===== src/rtl/slt_pkg.sv =====
package slt_pkg;
    localparam int SAMPLES_PER_SLOT = 1280;
    localparam int SLOTS_PER_FRAME  = 2250;
    localparam int SAMP_W   = $clog2(SAMPLES_PER_SLOT);
    localparam int SLOT_W   = $clog2(SLOTS_PER_FRAME);
    localparam int WORD_W   = 32;
    localparam int SLOT_LSB = 16;
    localparam int SN_W     = 12;
    localparam int LN_W     = 13;
    localparam int DW       = 14;
    localparam int N_CMP    = 3;
    localparam int ADDR_W   = 3;
    localparam int PPS_EN_BIT = 31;

    localparam logic signed [DW-1:0] SAMP_LIM_S = DW'(SAMPLES_PER_SLOT);
    localparam logic signed [DW-1:0] SLOT_LIM_S = DW'(SLOTS_PER_FRAME);
    localparam logic signed [DW-1:0] ONE_S      = DW'(1);

    typedef struct packed {
        logic [SLOT_W-1:0] slot;
        logic [SAMP_W-1:0] samp;
    } count_t;

    typedef enum logic [ADDR_W-1:0] {
        A_LOAD   = 3'd0,
        A_SNUDGE = 3'd1,
        A_LNUDGE = 3'd2,
        A_PPS    = 3'd3,
        A_SLEEP  = 3'd4,
        A_WAKE   = 3'd5,
        A_TRIG   = 3'd6
    } reg_addr_e;

    function automatic logic [WORD_W-1:0] pack_count(count_t c);
        logic [WORD_W-1:0] r;
        r = '0;
        r[SLOT_LSB +: SLOT_W] = c.slot;
        r[SAMP_W-1:0]         = c.samp;
        return r;
    endfunction

    function automatic count_t unpack_count(logic [WORD_W-1:0] d);
        count_t c;
        c.slot = d[SLOT_LSB +: SLOT_W];
        c.samp = d[SAMP_W-1:0];
        return c;
    endfunction

    function automatic count_t advance(count_t c, logic signed [DW-1:0] sd,
                                       logic signed [DW-1:0] ld);
        logic signed [DW-1:0] s;
        logic signed [DW-1:0] l;
        logic signed [DW-1:0] cy;
        count_t r;
        s  = $signed({{(DW-SAMP_W){1'b0}}, c.samp}) + sd;
        cy = '0;
        if (s < 0) begin
            s  = s + SAMP_LIM_S;
            cy = '1;
        end else if (s >= SAMP_LIM_S) begin
            s  = s - SAMP_LIM_S;
            cy = ONE_S;
        end
        l = $signed({{(DW-SLOT_W){1'b0}}, c.slot}) + ld + cy;
        if (l < 0)
            l = l + SLOT_LIM_S;
        else if (l >= SLOT_LIM_S)
            l = l - SLOT_LIM_S;
        r.slot = l[SLOT_W-1:0];
        r.samp = s[SAMP_W-1:0];
        return r;
    endfunction
endpackage


===== src/rtl/slt_regs.sv =====
module slt_regs
    import slt_pkg::*;
(
    input  logic                   clk,
    input  logic                   rst,
    input  logic                   wr_en,
    input  logic [ADDR_W-1:0]      wr_addr,
    input  logic [WORD_W-1:0]      wr_data,
    input  logic                   pps_in,
    output logic                   load_en,
    output count_t                 load_val,
    output logic                   snudge_en,
    output logic signed [DW-1:0]   snudge,
    output logic                   lnudge_en,
    output logic signed [DW-1:0]   lnudge,
    output logic                   pps_edge,
    output count_t                 pps_val,
    output count_t [N_CMP-1:0]     cmp_val
);
    logic pps_q;
    logic pps_arm;
    reg_addr_e addr;

    assign addr      = reg_addr_e'(wr_addr);
    assign load_en   = wr_en && (addr == A_LOAD);
    assign snudge_en = wr_en && (addr == A_SNUDGE);
    assign lnudge_en = wr_en && (addr == A_LNUDGE);
    assign load_val  = unpack_count(wr_data);
    assign snudge    = {{(DW-SN_W){wr_data[SN_W-1]}}, wr_data[SN_W-1:0]};
    assign lnudge    = {{(DW-LN_W){wr_data[LN_W-1]}}, wr_data[LN_W-1:0]};
    assign pps_edge  = pps_arm && pps_in && !pps_q;

    always_ff @(posedge clk) begin
        if (rst) begin
            pps_q   <= 1'b0;
            pps_arm <= 1'b0;
            pps_val <= '0;
        end else begin
            pps_q <= pps_in;
            if (wr_en && addr == A_PPS) begin
                pps_arm <= wr_data[PPS_EN_BIT];
                pps_val <= unpack_count(wr_data);
            end
        end
    end

    for (genvar i = 0; i < N_CMP; i++) begin : g_cmp_reg
        always_ff @(posedge clk) begin
            if (rst)
                cmp_val[i] <= '1;
            else if (wr_en && wr_addr == ADDR_W'(int'(A_SLEEP) + i))
                cmp_val[i] <= unpack_count(wr_data);
        end
    end
endmodule


===== src/rtl/slt_counter.sv =====
module slt_counter
    import slt_pkg::*;
(
    input  logic                 clk,
    input  logic                 rst,
    input  logic                 tick,
    input  logic                 load_en,
    input  count_t               load_val,
    input  logic                 snudge_en,
    input  logic signed [DW-1:0] snudge,
    input  logic                 lnudge_en,
    input  logic signed [DW-1:0] lnudge,
    input  logic                 pps_edge,
    input  count_t               pps_val,
    output count_t               cnt
);
    count_t nxt;
    logic signed [DW-1:0] sd;
    logic signed [DW-1:0] ld;
    logic plain;

    always_comb begin
        sd = (tick ? ONE_S : '0) + (snudge_en ? snudge : '0);
        ld = lnudge_en ? lnudge : '0;
        if (pps_edge)
            nxt = pps_val;
        else if (load_en)
            nxt = load_val;
        else
            nxt = advance(cnt, sd, ld);
    end

    always_ff @(posedge clk) begin
        if (rst)
            cnt <= '0;
        else
            cnt <= nxt;
    end

    assign plain = !load_en && !snudge_en && !lnudge_en && !pps_edge;


    idle_hold_chk: assert property (@(posedge clk) disable iff (rst)
        (plain && !tick) |=> $stable(cnt));


    samp_wrap_chk: assert property (@(posedge clk) disable iff (rst)
        (plain && tick && cnt.samp == SAMP_W'(SAMPLES_PER_SLOT-1)) |=>
        (cnt.samp == '0 &&
         cnt.slot == (($past(cnt.slot) == SLOT_W'(SLOTS_PER_FRAME-1)) ?
                      '0 : $past(cnt.slot) + 1'b1)));


    count_range_chk: assert property (@(posedge clk) disable iff (rst)
        (cnt.samp < SAMP_W'(SAMPLES_PER_SLOT)) && (cnt.slot < SLOT_W'(SLOTS_PER_FRAME)));


    pps_load_chk: assert property (@(posedge clk) disable iff (rst)
        pps_edge |=> (cnt == $past(pps_val)));
endmodule


===== src/rtl/slt_compare.sv =====
module slt_compare
    import slt_pkg::*;
(
    input  logic   clk,
    input  logic   rst,
    input  count_t cnt,
    input  count_t cmp,
    output logic   evt
);
    logic match;
    logic match_q;

    assign match = (cnt == cmp);
    assign evt   = match && !match_q;

    always_ff @(posedge clk) begin
        if (rst)
            match_q <= 1'b0;
        else
            match_q <= match;
    end


    evt_single_chk: assert property (@(posedge clk) disable iff (rst)
        evt |=> !evt);
endmodule


===== src/rtl/slot_timer_top.sv =====
module slot_timer_top
    import slt_pkg::*;
(
    input  logic              clk,
    input  logic              rst,
    input  logic              samp_tick,
    input  logic              wr_en,
    input  logic [ADDR_W-1:0] wr_addr,
    input  logic [WORD_W-1:0] wr_data,
    input  logic              pps_in,
    output logic [WORD_W-1:0] count_o,
    output logic              slot_pulse_n,
    output logic              sleep_evt,
    output logic              wake_evt,
    output logic              trig_evt
);
    logic                 load_en, snudge_en, lnudge_en, pps_edge;
    count_t               load_val, pps_val, cnt;
    logic signed [DW-1:0] snudge, lnudge;
    count_t [N_CMP-1:0]   cmp_val;
    logic [N_CMP-1:0]     evt;

    slt_regs i_regs (
        .clk(clk), .rst(rst), .wr_en(wr_en), .wr_addr(wr_addr), .wr_data(wr_data),
        .pps_in(pps_in), .load_en(load_en), .load_val(load_val),
        .snudge_en(snudge_en), .snudge(snudge), .lnudge_en(lnudge_en),
        .lnudge(lnudge), .pps_edge(pps_edge), .pps_val(pps_val), .cmp_val(cmp_val)
    );

    slt_counter i_counter (
        .clk(clk), .rst(rst), .tick(samp_tick), .load_en(load_en),
        .load_val(load_val), .snudge_en(snudge_en), .snudge(snudge),
        .lnudge_en(lnudge_en), .lnudge(lnudge), .pps_edge(pps_edge),
        .pps_val(pps_val), .cnt(cnt)
    );

    for (genvar i = 0; i < N_CMP; i++) begin : g_cmp
        slt_compare i_cmp (
            .clk(clk), .rst(rst), .cnt(cnt), .cmp(cmp_val[i]), .evt(evt[i])
        );
    end

    assign count_o      = pack_count(cnt);
    assign slot_pulse_n = (cnt.samp != '0);
    assign sleep_evt    = evt[0];
    assign wake_evt     = evt[1];
    assign trig_evt     = evt[2];


    reset_evt_chk: assert property (@(posedge clk)
        rst |=> (evt == '0 && count_o == '0));
endmodule


===== config.mk =====
export PLATFORM = sky130hd
export DESIGN_NAME = slot_timer_top
export DESIGN_NICKNAME = d
export VERILOG_FILES = /design/src/rtl/slt_pkg.sv /design/src/rtl/slt_regs.sv /design/src/rtl/slt_counter.sv /design/src/rtl/slt_compare.sv /design/src/rtl/slot_timer_top.sv
export SDC_FILE = /design/constraint.sdc
export NUM_CORES = 1
export LEC_CHECK = 0
export ABC_CLOCK_PERIOD_IN_PS = 20400
export BUFFER_PORTS_ARGS = -buffer_cell sky130_fd_sc_hd__buf_2
export CAP_MARGIN = 20
export CORE_UTILIZATION = 28
export DETAILED_ROUTE_END_ITERATION = 8
export PLACE_DENSITY = 0.41
export SLEW_MARGIN = 20
export SYNTH_ARGS = -nofsm -noshare
export SYNTH_HDL_FRONTEND = slang
export SYNTH_SLANG_ARGS = --single-unit

===== constraint.sdc =====
create_clock -name clk -period 20.4 [get_ports clk]
set_input_delay 1.02 -clock clk [delete_from_list [all_inputs] [get_ports clk]]
set_output_delay 1.02 -clock clk [all_outputs]
set_load 0.05 [all_outputs]

* Word level (Yosys, flattened, before mapping) *
Cells that the tools add are included.

word-level totals
  output and inout bits = 36
  register bits = 120

cells by class
  mux-type cells = 13
  reductions and logical operators = 18
  order comparisons = 4
  eq/ne operators = 9
  add/subtract/negate cells = 8

operator list
  operator                  count
  $mux W14                  5
  $eq A23 B23 Y1            3
  $mux W23                  2
  $add A14 B14 Y14          2
  $lt A14 B1 Y1 const B     2
  $mux W12                  2
  $mux W11                  2
  $add A12 B14 Y14          1
  $add A13 B14 Y14          1
  $ge A14 B12 Y1 const B    1
  $ge A14 B13 Y1 const B    1
  $add A12 B12 Y12 const B  1
  $logic_and A1 B1 Y1       12
  $sub A12 B12 Y12 const B  1
  $add A11 B11 Y11 const B  1
  $reduce_bool A11 Y1       1
  $sub A11 B11 Y11 const B  1
  $eq A3 B3 Y1 const B      3
  $eq A3 B2 Y1 const B      2
  $logic_not A1 Y1          4
  $eq A3 B1 Y1 const B      1
  $logic_not A3 Y1          1
  $mux W1                   2

* Depth between registers and ports, before layout *
Gate-level depths: netlist (run 1).

  depth in word-level cells = 16
  gate-level depth with buffers = 30

* By module *
Synthesis (run 1) repeated with hierarchy kept, for this count alone.

unflattened totals
  cell total of the unflattened synthesis = 980
  area, all modules = 8429.3 um^2

by module, submodules not included
  module          cells an instance  area an instance (um^2)  seq. area each (um^2)  instances
  slt_regs        414                4154.0                   1881.8                 1
  slt_counter     450                3348.2                   460.4                  1
  slt_compare     34                 277.8                    20.0                   3
  slot_timer_top  14                 93.8                     0.0                    1

* Worst setup path before layout (run 1) *
No wires, ideal clock.

  kind = input -> register
  start point = input port wr_addr[0]
  end point = register i_counter.cnt[20] (netlist name)
  path buffers = 5
  data arrival time = 7239 ps
  stages = 26
  path slack = 13043 ps
  setup time = 118 ps
  data required time = 20282 ps
  cell sequence = clkbuf_1 > nor4bb_1 > clkbuf_1 > and2_1 > ha_1 > clkbuf_1 > a211o_1 > a211o_1 > a311oi_1 > nor2_1 > or3b_1 > clkbuf_1 > fa_1 > inv_1 > ha_1 > fa_1 > a211oi_4 > nor2_2 > xor2_2 > o311a_4 > o41ai_4 > nand2_2 > buf_6 > a211o_2 > o21ai_1 > o21ai_1

on the way
  cells in the longest elaborated chain, start to end = 16
  elaborated cells on any way between the ends = 26
  those cells by class = add/sub (6); order compare (4); eq/ne (2); mux (10); reduce/logical (4)

RTL lines
  what                                                line                          source
  start: declaration                                  slot_timer_top.sv:8           input logic [ADDR_W-1:0] wr_addr,
  $eq A3 B1 Y1                                        slt_regs.sv:26                assign snudge_en = wr_en && (addr == A_SNUDGE);
  $logic_and A1 B1 Y1                                 slt_regs.sv:26
  $mux W14                                            slt_counter.sv:23             sd = (tick ? ONE_S : '0) + (snudge_en ? snudge : '0);
  $add A14 B14 Y14                                    slt_counter.sv:23
  $add A12 B14 Y14                                    slt_pkg.sv:55                 s = $signed({{(DW-SAMP_W){1'b0}}, c.samp}) + sd;
  $ge A14 B12 Y1                                      slt_pkg.sv:60                 end else if (s >= SAMP_LIM_S) begin
  $mux W1                                             slt_pkg.sv:60
  $mux W14                                            slt_pkg.sv:57                 if (s < 0) begin
  $mux W14                                            slt_counter.sv:27             else if (load_en)
  $mux W14                                            slt_counter.sv:25             if (pps_edge)
  $add A14 B14 Y14                                    slt_pkg.sv:64                 l = $signed({{(DW-SLOT_W){1'b0}}, c.slot}) + ld + cy;
  $sub A12 B12 Y12 or $ge A14 B13 Y1 (tied branches)  slt_pkg.sv:68, slt_pkg.sv:67
  $mux W12                                            slt_pkg.sv:67                 else if (l >= SLOT_LIM_S)
  $mux W12                                            slt_pkg.sv:65                 if (l < 0)
  $mux W23 (*)                                        slt_counter.sv:27
  $mux W23 (*)                                        slt_counter.sv:25

Every way passes the cells marked *; elsewhere a longest branch is shown, timed or not. The select of a mux whose other input is x is not followed.
A chain may end at the register's enable or synchronous reset.

* Final worst setup path (run 1) *
  start point = input port wr_addr[1]
  end point = register i_counter.cnt[18] (netlist name)

on the way
  cells in the longest elaborated chain, start to end = 16
  elaborated cells on any way between the ends = 26
  those cells by class = add/sub (6); order compare (4); eq/ne (2); mux (10); reduce/logical (4)

RTL lines
  what                                                line
  $eq A3 B1 Y1                                        slt_regs.sv:26
  $logic_and A1 B1 Y1                                 slt_regs.sv:26
  $mux W14                                            slt_counter.sv:23
  $add A14 B14 Y14                                    slt_counter.sv:23
  $add A12 B14 Y14                                    slt_pkg.sv:55
  $ge A14 B12 Y1                                      slt_pkg.sv:60
  $mux W1                                             slt_pkg.sv:60
  $mux W14                                            slt_pkg.sv:57
  $mux W14                                            slt_counter.sv:27
  $mux W14                                            slt_counter.sv:25
  $add A14 B14 Y14                                    slt_pkg.sv:64
  $sub A12 B12 Y12 or $ge A14 B13 Y1 (tied branches)  slt_pkg.sv:68, slt_pkg.sv:67
  $mux W12                                            slt_pkg.sv:67
  $mux W12                                            slt_pkg.sv:65
  $mux W23 (*)                                        slt_counter.sv:27
  $mux W23 (*)                                        slt_counter.sv:25

Marks and branches as above.

==> out/qor.txt, run 1 <==
post-layout util = 33.1%
Async SR Flop Fraction = 0%
setup_tns = 0 ns
Max-slew headroom = 26.0%
most frequent cells after synthesis = nand2_1 (184), dfxtp_1 (120), xnor2_1 (56)
Seq. cell area = 2400 µm²
top-count cell post-synth = nand2_1
average wire per standard cell = 18.9 µm
Multi-input gate area = 4920 µm²
Die Y = 168 µm
Clock Latency Late Sink = 0.42 ns
count of cell types in the netlist = 82
Setup Crit Path Kind = in2reg
initial DRC count = 414
IO Pins = 76
cts bufs inserted = 17
sequential fraction of the synthesis area = 31.3%
area post-placement = 8270 µm²
Worst-path clk slew = 0.06 ns
register bit count reported by yosys = 120
Max Fanout on Critical Path = 13
Buffers on Ports = 60
top cells by area, synth = dfxtp_1 (31%), nand2_1 (9.0%), mux2i_1 (6.5%), xnor2_1 (6.4%), ha_1 (4.7%)
Final Max Slew Viols = 0
Critical Path End Type = register
hold path depth = 2
layout cells sized above 1 = 12.9%
Post-CTS Hold Fix Bufs = 0
Cells after Synth = 936
Post-Syn Area = 7680 µm²
post-route ant nets = 0
Tot GR Track Use = 18.2%
RSZ-0062 raised after global routing = no
minimum clock period = 7.98 ns
fmax = 125 MHz
worst hold path type = reg2reg
cell area power density = 96.8 nW/µm²
fill count = 2891
dominant synthesized flop cell = dfxtp_1
detailed-route via count = 6681
reg2reg path depth = 25
global-route wire length before repair = 38700 µm
YS warnings = 0
initial antenna violation count = 0
Starting Density = 28.5%
final instance area = 8910 µm²
crit path from = wr_addr[1]
# DRC = 0
die area = 28100 µm²
leakage = 0.00363 µW
clock skew = 0.0110 ns
Crit Reg-Reg Startpoint = i_counter.cnt[0]
outcome = complete, no violations
final hold vios = 0
post-synth top area share = 31.3%
HPWL after DPL = 18200 µm
clk sink count = 120
DR pass1 iterations = 5
Mapped Avg Cell Area = 8.20 µm²
Worst-Margin Slew = 1.11 ns
Reg2Reg Capture Point = i_counter.cnt[18]
post-CTS setup buffer count = 0
final setup vio count = 0
final worst-path cycle share = 39.1%
Max Root-Sink Buffers = 2
Clock H-tree levels = 4
largest area contributor in the netlist = dfxtp_1
TritonCTS clock tree = yes
DR vias/cell = 5.03
n_diodes = 0
vias in the first global route = 6261
Die Width = 168 µm
reg2reg setup slack = 13.40 ns
number of synthesized flops with an enable pin = 0
core area = 27000 µm²
RD Place Congestion = 0.795
largest net degree at the start of global routing = 78
Worst Path Arrival = 8.30 ns
Startpoint Class = input port
post-layout net count = 1060
max cap viols = 0
Syn-to-layout area delta = 16.1%
Overflow after GRT = 0
DRT Wirelength = 25200 µm
Peak VDD IR = 0.0490 mV
Resized Gates After CTS = 0
CP required = 20.71 ns
clk root buf = clkbuf_16
Worst setup endpoint = i_counter.cnt[18]
FP Rows = 60
[through the flow]
step           setup slack, ns  power [µW]  cells  hold WS [ns]
2_1_floorplan            13.04         465    944         0.426
3_3_place_gp             11.62         544   1298         0.439
3_5_place_dp             11.60         542   1298         0.443
4_1_cts                  12.03         869   1329         0.450
5_1_grt                  11.83         905   1329         0.471
6_report                 12.42         863   1329         0.450
[layout make-up]
cell class                 instances  area share (%)
timing repair buffer              67            3.96
sequential                       120            27.0
inverter                          49            2.06
clock buffer                      22            5.43
multi-input combinational        721            55.2
tap                              341            4.79
clock inverter                     9            1.63
[worst min-delay path by stage]
stage / from / endpoint
CTS: i_regs.pps_val[20] / i_counter.cnt[20]
global route: i_regs.pps_val[14] / i_counter.cnt[14]
floorplan: i_regs.pps_val[19] / i_counter.cnt[19]
finish: i_regs.pps_val[20] / i_counter.cnt[20]
global placement: i_regs.pps_val[8] / i_regs.pps_val[8]
detailed placement: i_regs.pps_val[20] / i_counter.cnt[20]
[cells in the final DEF, fill, tap and decap left out, types with 5 or more instances in the layout]
cell	Yosys	routed
nand2_1	184	184
dfxtp_1	120	120
buf_2	1	60
xnor2_1	56	56
a21oi_1	51	51
mux2i_1	50	50
inv_1	48	48
nor2_1	40	39
nand3_1	38	37
xor2_1	35	35
ha_1	29	29
clkbuf_16	0	17
and2_1	15	15
fa_1	15	15
nand4_1	13	13
nor4_1	12	12
o211ai_1	11	11
nor3_1	13	11
o21ai_0	11	11
a211oi_1	10	10
conb_1	1	9
nor2b_1	8	8
a31oi_1	8	8
nand2b_1	7	7
a311oi_1	7	7
nor3b_1	7	7
buf_4	9	7
o21a_1	6	6
a21o_1	6	6
clkinv_2	0	5
[worst max-delay path, stage by stage]
cell      delay [ns]
buf_2           0.16
nor4bb_4        0.66
and2_1          0.23
fa_1            0.19
inv_1           0.06
fa_1            0.41
nor2b_1         0.20
o211ai_1        0.14
a21oi_1         0.32
xnor2_1         0.28
ha_1            0.26
nand4b_1        0.09
nor4b_1         0.50
a31oi_1         0.15
a311o_1         0.40
nand2_1         0.13
fa_1            0.22
ha_1            0.24
fa_1            0.34
a211oi_4        0.12
o21ai_2         0.26
a21oi_1         0.12
xnor2_1         0.70
o41ai_4         0.17
nand2_2         0.29
mux2_2          0.38
a21oi_1         0.18
nor2_1          0.06
[registers in the layout, summed over array words and instances, names as in the netlist]
register,flops
i_regs.pps_arm,1
i_counter.cnt,23
i_regs.pps_q,1
g_cmp.i_cmp.match_q,3
i_regs.pps_val,23
i_regs.cmp_val,69
[routing by layer]
layer  GRT usage [%]  part of all wire (%)
met1            26.3                    51
met2            28.6                    45
met3            2.74                   3.1
met4            3.51                  0.53
met5               0                     0
[cell families after synthesis]
| logic type | synth area share [%] |
|---|---|
| AO/OA/AOI/OAI | 15.3 |
| XOR/XNOR | 10.6 |
| adder cells (fa/ha/maj) | 8.64 |
| buffers and inverters | 5.59 |
| flip-flops | 31.3 |
| multiplexers | 6.81 |
| other | 0.0488 |
| AND/OR/NAND/NOR | 21.7 |
[power breakdown]
| part | switching [µW] | internal [µW] |
|---|---|---|
| Sequential | 33.2 | 249 |
| Clock | 111 | 216 |
| Combinational | 165 | 89.3 |
| Total | 309 | 554 |
No activity file was read; power rests on OpenSTA's default activity.
==> run 2: changes to the inputs <==
--- a/config.mk
+++ b/config.mk
@@ -5,7 +5,7 @@
 export SDC_FILE = /design/constraint.sdc
 export NUM_CORES = 1
 export LEC_CHECK = 0
-export ABC_CLOCK_PERIOD_IN_PS = 20400
+export ABC_CLOCK_PERIOD_IN_PS = 8050
 export BUFFER_PORTS_ARGS = -buffer_cell sky130_fd_sc_hd__buf_2
 export CAP_MARGIN = 20
 export CORE_UTILIZATION = 28
==> constraint.sdc (replaced) <==
create_clock -name clk -period 8.05 [get_ports clk]
set_input_delay 0.4025 -clock clk [delete_from_list [all_inputs] [get_ports clk]]
set_output_delay 0.4025 -clock clk [all_outputs]
set_load 0.05 [all_outputs]
==> run 2 against run 1 <==
Compared with the run above: final cell count grew 0.30%; via count shrank 0.52%; critical path depth grew 1; sequential power grew to 2.5 times the previous value; non-clock buffer count grew 4; setup slack lost 11 ns; critical path type unchanged; highest routed layer unchanged.
==> out/qor.txt, run 2 (synthesis gave the netlist of run 1 again) <==
outcome = complete, no violations
most frequent CP cell = fa_1
core area = 27000 µm²
vias in the first global route = 6406
Crit Reg-Reg Startpoint = i_counter.cnt[6]
Max Root-Sink Buffers = 2
post-route ant nets = 0
final worst-path cycle share = 86.9%
setup_tns = 0 ns
most frequent cells in the layout = nand2_1 (184), dfxtp_1 (120), buf_2 (60)
average wire per standard cell = 19.0 µm
post-CTS setup buffer count = 0
Die Y = 168 µm
max reg flops = 69
CP required = 8.39 ns
TritonCTS clock tree = yes
Post-CTS Hold Fix Bufs = 0
area post-placement = 8300 µm²
hold path depth = 3
Max-slew headroom = 25.6%
DR vias/cell = 4.99
largest register by flop count = i_regs.cmp_val
Peak VDD IR = 0.112 mV
Buffers on Ports = 60
minimum clock period = 7.00 ns
IO Pins = 76
leakage = 0.00362 µW
FP Rows = 60
initial antenna violation count = 0
fmax = 143 MHz
cts bufs inserted = 17
reg2reg path depth = 24
layout cells sized above 1 = 13.0%
worst hold path type = in2reg
final setup vio count = 0
Seq. cell area = 2400 µm²
DRT Wirelength = 25400 µm
Resized Gates After CTS = 0
Largest regs = i_regs.cmp_val (69), i_counter.cnt (23), i_regs.pps_val (23)
clock skew = 0.00653 ns
hold path start = wr_data[31]
Clock Latency Late Sink = 0.41 ns
Crit-path slowest cell = nor4b_1
die area = 28100 µm²
Startpoint Class = input port
largest net degree at the start of global routing = 78
# DRC = 0
Final Max Slew Viols = 0
Worst-Margin Slew = 1.11 ns
Critical Path End Type = register
Reg2Reg Capture Point = i_counter.cnt[19]
n_diodes = 0
clk sink count = 120
Die Width = 168 µm
Worst Path Arrival = 7.34 ns
clk root buf = clkbuf_16
global-route wire length before repair = 39600 µm
max cap viols = 0
RD Place Congestion = 0.821
Overflow after GRT = 0
RSZ-0062 raised after global routing = no
reg2reg setup slack = 1.21 ns
final instance area = 8880 µm²
detailed-route via count = 6646
Max Fanout on Critical Path = 13
HPWL after DPL = 18400 µm
initial DRC count = 490
cell area power density = 239 nW/µm²
Tot GR Track Use = 18.6%
Setup Crit Path Kind = in2reg
Starting Density = 28.5%
post-layout net count = 1064
Syn-to-layout area delta = 15.7%
commonest non-fill, non-tap cell in the layout = nand2_1
final hold vios = 0
Hold Path Sink = i_regs.pps_arm
Largest stage delay, worst path = 0.44 ns
fill count = 2887
Multi-input gate area = 4910 µm²
DR pass1 iterations = 5
Clock H-tree levels = 4
Worst-path clk slew = 0.06 ns
==> run 2: where the power goes <==
group	internal [µW]	total (µW)	switching (µW)
Clock	485	758	273
Sequential	631	715	84.0
Combinational	231	647	416
==> run 2: cell type report <==
cell class,count,area share [%]
multi-input combinational,721,55.2
sequential,120,27.0
clock buffer,23,5.49
tap,341,4.80
timing repair buffer,71,4.31
inverter,49,2.07
clock inverter,8,1.07
==> run 2: worst max-delay path: cells and delay by family <==
kind,cells,cell delay (ns)
AO/OA/AOI/OAI,11,2.72
AND/OR/NAND/NOR,8,1.84
buffers and inverters,3,0.45
XOR/XNOR,1,0.29
adder cells (fa/ha/maj),6,1.60
==> run 2: worst max-delay path by stage <==
stage / slack (ns) / depth (start not counted) / to / start
global placement: 0.73 / 29 / i_counter.cnt[19] / wr_addr[1]
detailed placement: 0.68 / 29 / i_counter.cnt[19] / wr_addr[1]
floorplan: 1.31 / 26 / i_counter.cnt[20] / wr_addr[0]
CTS: 1.08 / 29 / i_counter.cnt[19] / wr_addr[1]
global route: 0.52 / 29 / i_counter.cnt[19] / wr_addr[1]
finish: 1.05 / 29 / i_counter.cnt[19] / wr_addr[1]
==> run 2: metal layers <==
layer,wire (µm),GRT usage [%]
met2,11800,29.7
met5,0,0
met4,158,4.03
met1,12600,26.6
met3,776,2.10
==> run 2: per-stage QoR <==
stage               utilization [%]  cells  hold WS [ns]  setup slack [ns]  total power [µW]
floorplan                         -    944         0.426              1.31              1180
global placement               30.8   1302         0.442             0.732              1390
detailed placement             30.8   1302         0.440             0.675              1380
CTS                            32.9   1333         0.223              1.08              2140
global route                   33.0   1333         0.231             0.524              2230
finish                         33.0   1333         0.238              1.05              2120
